==> config.mk <==
export PLATFORM = sky130hd
export DESIGN_NAME = bus_arb_ctrl
export DESIGN_NICKNAME = d
export VERILOG_FILES = /design/src/rtl/bus_arb_pkg.sv /design/src/rtl/arb_grant_fsm.sv /design/src/rtl/cpu_owner_fsm.sv /design/src/rtl/bus_arb_ctrl.sv
export SDC_FILE = /design/constraint.sdc
export NUM_CORES = 1
export LEC_CHECK = 0
export BUFFER_PORTS_ARGS = -buffer_cell sky130_fd_sc_hd__buf_4
export CAP_MARGIN = 20
export CORE_AREA = 5 5 42 44
export CTS_BUF_LIST = sky130_fd_sc_hd__clkbuf_16
export DETAILED_ROUTE_END_ITERATION = 16
export DIE_AREA = 0 0 47 49
export PLACE_DENSITY_LB_ADDON = 0.08
export SLEW_MARGIN = 10
export SYNTH_ARGS = -nofsm -noshare
export SYNTH_HDL_FRONTEND = slang
export SYNTH_SLANG_ARGS = --single-unit
==> constraint.sdc <==
create_clock -name clk -period 3.3 [get_ports clk]
set_input_delay 0.33 -clock clk [delete_from_list [all_inputs] [get_ports clk]]
set_output_delay 0.33 -clock clk [all_outputs]
set_load 0.005 [all_outputs]
==> src/rtl/bus_arb_pkg.sv <==
package bus_arb_pkg;
    typedef enum logic [1:0] {
        ARB_IDLE = 2'd0,
        ARB_CPU  = 2'd1,
        ARB_EXT  = 2'd2
    } arb_state_t;

    typedef enum logic [1:0] {
        OWN_IDLE = 2'd0,
        OWN_WAIT = 2'd1,
        OWN_HOLD = 2'd2
    } own_state_t;
endpackage

==> src/rtl/arb_grant_fsm.sv <==
module arb_grant_fsm
    import bus_arb_pkg::*;
(
    input  logic clk,
    input  logic rst_n,
    input  logic enable,
    input  logic ext_req,
    input  logic cpu_req,
    input  logic cpu_lock,
    output logic cpu_gnt,
    output logic ext_gnt
);
    arb_state_t state, state_nxt;

    // State register; the arbiter is held idle when internal mode is off.
    always_ff @(posedge clk) begin
        if (!rst_n || !enable) state <= ARB_IDLE;
        else                   state <= state_nxt;
    end

    always_comb begin
        state_nxt = state;
        unique case (state)
            ARB_IDLE: begin
                if (ext_req)      state_nxt = ARB_EXT;
                else if (cpu_req) state_nxt = ARB_CPU;
            end
            ARB_CPU: begin
                // Parked: moves only for the external master and never while locked.
                if (ext_req && !cpu_lock) state_nxt = ARB_EXT;
            end
            ARB_EXT: begin
                if (!ext_req) state_nxt = cpu_req ? ARB_CPU : ARB_IDLE;
            end
            default: state_nxt = ARB_IDLE;
        endcase
    end

    always_comb begin
        cpu_gnt = (state == ARB_CPU);
        ext_gnt = (state == ARB_EXT);
    end
endmodule

==> src/rtl/cpu_owner_fsm.sv <==
module cpu_owner_fsm
    import bus_arb_pkg::*;
(
    input  logic clk,
    input  logic rst_n,
    input  logic req,
    input  logic gnt,
    input  logic bus_free,
    input  logic atomic,
    input  logic done,
    output logic own,
    output logic lock
);
    own_state_t state, state_nxt;

    always_ff @(posedge clk) begin
        if (!rst_n) state <= OWN_IDLE;
        else        state <= state_nxt;
    end

    always_comb begin
        state_nxt = state;
        unique case (state)
            OWN_IDLE: begin
                if (req) state_nxt = OWN_WAIT;
            end
            OWN_WAIT: begin
                if (!req)                 state_nxt = OWN_IDLE;
                else if (gnt && bus_free) state_nxt = OWN_HOLD;
            end
            OWN_HOLD: begin
                // Leave only at the end of a cycle outside an atomic sequence.
                if (done && !atomic) begin
                    if (req && gnt) state_nxt = OWN_HOLD;
                    else if (req)   state_nxt = OWN_WAIT;
                    else            state_nxt = OWN_IDLE;
                end
            end
            default: state_nxt = OWN_IDLE;
        endcase
    end

    always_comb begin
        own  = (state == OWN_HOLD);
        lock = (state == OWN_HOLD) && atomic;
    end
endmodule

==> src/rtl/bus_arb_ctrl.sv <==
module bus_arb_ctrl (
    input  logic clk,
    input  logic rst_n,
    input  logic ext_arb_strap,
    input  logic cpu_req,
    input  logic cpu_atomic,
    input  logic cpu_done,
    output logic cpu_own,
    input  logic ext_req_n,
    output logic ext_gnt_n,
    input  logic ext_busy_n,
    output logic busy_n,
    output logic cpu_ext_req_n,
    input  logic cpu_ext_gnt_n
);
    logic ext_mode;
    logic int_cpu_gnt;
    logic int_ext_gnt;
    logic cpu_grant;
    logic cpu_lock;

    // Mode strap is captured only while reset is held.
    always_ff @(posedge clk) begin
        if (!rst_n) ext_mode <= ext_arb_strap;
    end

    arb_grant_fsm u_arb (
        .clk      (clk),
        .rst_n    (rst_n),
        .enable   (!ext_mode),
        .ext_req  (!ext_req_n),
        .cpu_req  (cpu_req),
        .cpu_lock (cpu_lock),
        .cpu_gnt  (int_cpu_gnt),
        .ext_gnt  (int_ext_gnt)
    );

    always_comb begin
        cpu_grant     = ext_mode ? !cpu_ext_gnt_n : int_cpu_gnt;
        cpu_ext_req_n = !(ext_mode && cpu_req);
        ext_gnt_n     = !int_ext_gnt;
        busy_n        = !cpu_own && ext_busy_n;
    end

    cpu_owner_fsm u_own (
        .clk      (clk),
        .rst_n    (rst_n),
        .req      (cpu_req),
        .gnt      (cpu_grant),
        .bus_free (busy_n),
        .atomic   (cpu_atomic),
        .done     (cpu_done),
        .own      (cpu_own),
        .lock     (cpu_lock)
    );
endmodule

==> results.md <==
- Tightest Hold Check Type: in2reg
- Cells after synthesis: 36
- Crit path launch type: flip-flop
- Largest cells by area after synthesis: dfxtp_1 25%, edfxtp_1 9.3%, nand2b_1 7.8%
- Cell area power density: about 580 nW/um^2
- R2r startpoint: ext_mode
- Most frequent cells in the layout: 12 x buf_4, 6 x inv_1, 4 x nand2b_1, 4 x dfxtp_1, 3 x clkbuf_16
- Die W: 47 um
- WP buf/inv: 1
- Achievable Freq: between 700 and 800 MHz
- End of the critical path: busy_n
- P_leak: between 0.2 and 0.25 nW
- Vias in the first global route: approximately 340
- Clk slew on worst S/H paths: 30 ps
- RSZ-0062 raised after global routing: no
- DRC: 0
- Clk root buf: clkbuf_16
- Pins Over Slew Limit: 0
- Synth top area share: between 20% and 30%
- Fin worst setup slack: between 1500 and 2000 ps
- CTS tree: done
- Final setup TNS: 0 ps
- Synth cell types: 25
- Nets: 62
- Run status: complete, no violations
- Post_cts resized: 0
- Max Buffers Root-to-Sink: 2
- Cell Chain, Critical Path: nand2b_1 > and2_1 > buf_4
- Crit path kind: reg2out
- Antenna Nets Post-Route: 0
- R2r worst-path depth: 3
- CP Data Required Time: just under 3000 ps
- Slew margin rel.: around four fifths
- Buffer count from post-CTS setup fixing: 0
- Cells after DPL: 64
- Max_cap viols: 0
- Initial Util: 23.0%
- Die Y: 49 um
- Fin Clk Skew: 0.832 ps
- Io pins: 13
- Worst path max stage delay: between 400 and 500 ps
- Total of warnings raised by yosys: 0
- Via density: 4.99
- Share of cells above drive strength 1: 32.7%
- CP arrival: 1060 ps
- R2R Path End: u_own.state[0]
- Critical path's slowest cell: dfxtp_1
- Port Buf Inserts: 12
- Global-route wire length before repair: around 1500 um
- Crit share post-route: 42.1%
- Num Clock Sinks: 5
- Synthesis-stage register bit count: 5
- Syn Area/Cell: between 8 and 9 sq um
- Clock Latency Late Sink: 230 ps
- Most common cell after layout, fill and taps aside: buf_4
- Period minus WS final: 1390 ps
- Post-Place Worst Slack: a little over 2000 ps
- Drt pass-1 iters: 2
- DRT iter0 DRCs: 1
- Via count: 339
- Yosys top cell by area: dfxtp_1
- Pin count of the biggest net entering global routing: 8
- Peak supply drop: 0.000265 V
- Syn Nets: 45
- Reg-to-reg slack, setup: 2030 ps
- Drt wl/cell: 12.7 um
- Post-Route WL: about 860 um
- Final setup fails: 0
- Post-route insts no fill: 68
- CP Max Fanout: 7
- Instance count on the critical path: 3
- Inserted Diodes: 0
- Die area: 2300 sq um
- Total Routing Usage GR: a little under a tenth
- Hold Buf Count CTS: 0
- Core area: 1400 sq um
- WHS: roughly 280 ps
- Final Wtd Congestion: 0.823
- Initial antenna violation count: 0
- Area grow syn2layout: 58.5%
- Detailed-placement wirelength estimate: 713 um
- Part of the Yosys area used for sequential elements: 34.1%
- Final Total Pwr: 0.000299 W
- CP Capture Type: primary output
- Worst Tran Pin Value: 314 ps
- Rows: 14
- Netlist Area Pre-Place: 323 sq um
- Family with the most delay on the worst path: flip-flops
- Final hold viol count: 0
- Cts bufs inserted: 3
- Worst Setup SP: u_own.state[1]
- Htree depth: 1
- Overflow after GRT: 0
report_power, final:
group	switching, W	internal (W)
Combinational	0.0000117	0.0000176
Sequential	0.00000433	0.0000664
Clock	0.0000416	0.000157
Total	0.0000576	0.000241
state kept, by name, indices dropped and copies added (netlist names):
register	flops
ext_mode	1
u_arb.state	2
u_own.state	2
cells by family after synthesis:
kind of cell	Yosys count	synth area share, %
AOI/OAI and AO/OA	9	22.1
buffers and inverters	5	5.81
DFF	5	34.1
and+or+nand+nor	17	38.0
area by class of cell:
cell class                      instances  area [sq um]
Tap cell                               16          20.0
Multi-Input combinational cell         26           194
Inverter                                5          18.8
Clock buffer                            3          75.1
Sequential cell                         5           110
Clock inverter                          1          3.75
Fill cell                             148           890
Timing Repair Buffer                   12          90.1
stage by stage:
stage	util, %	instance area, sq um
3_5_place_dp	30.9	433
2_1_floorplan	-	323
5_1_grt	36.5	512
6_report	36.5	512
3_3_place_gp	30.9	433
4_1_cts	36.5	512
metal layers:
layer	GRT usage, %	part of all wire, %	wire (um)	up-vias
met3	3.32	5.8	50	2
met4	6.91	2.4	21	0
li1	-	-	-	165
met5	0	0	0	-
met2	14.5	57	490	9
met1	9.96	35	300	163
cells in the mapped netlist, drive strengths merged:
library cell / count
inv: 5
dfxtp: 4
nand2b: 4
and2: 2
or3b: 2
a21oi: 1
a311o: 1
and2b: 1
and3b: 1
edfxtp: 1
nand2: 1
nand3b: 1
nor2: 1
nor2b: 1
nor3: 1
nor3b: 1
nor4: 1
o2111ai: 1
o211ai: 1
o21a: 1
o21ai: 1
o311a: 1
o311ai: 1
o41ai: 1
worst min-delay path by stage:
stage | start | to | cells past startpoint
2_1_floorplan | ext_req_n | u_arb.state[1] | 1
3_3_place_gp | ext_arb_strap | ext_mode | 1
3_5_place_dp | ext_arb_strap | ext_mode | 1
4_1_cts | ext_arb_strap | ext_mode | 1
5_1_grt | ext_arb_strap | ext_mode | 1
6_report | ext_arb_strap | ext_mode | 1
worst register-to-register path, stage by stage (launching register included):
cell and delay (ps):
edfxtp_1 430, nor3b_4 260, o41ai_1 110, o311a_1 350
(Power assumes the default switching activity.)
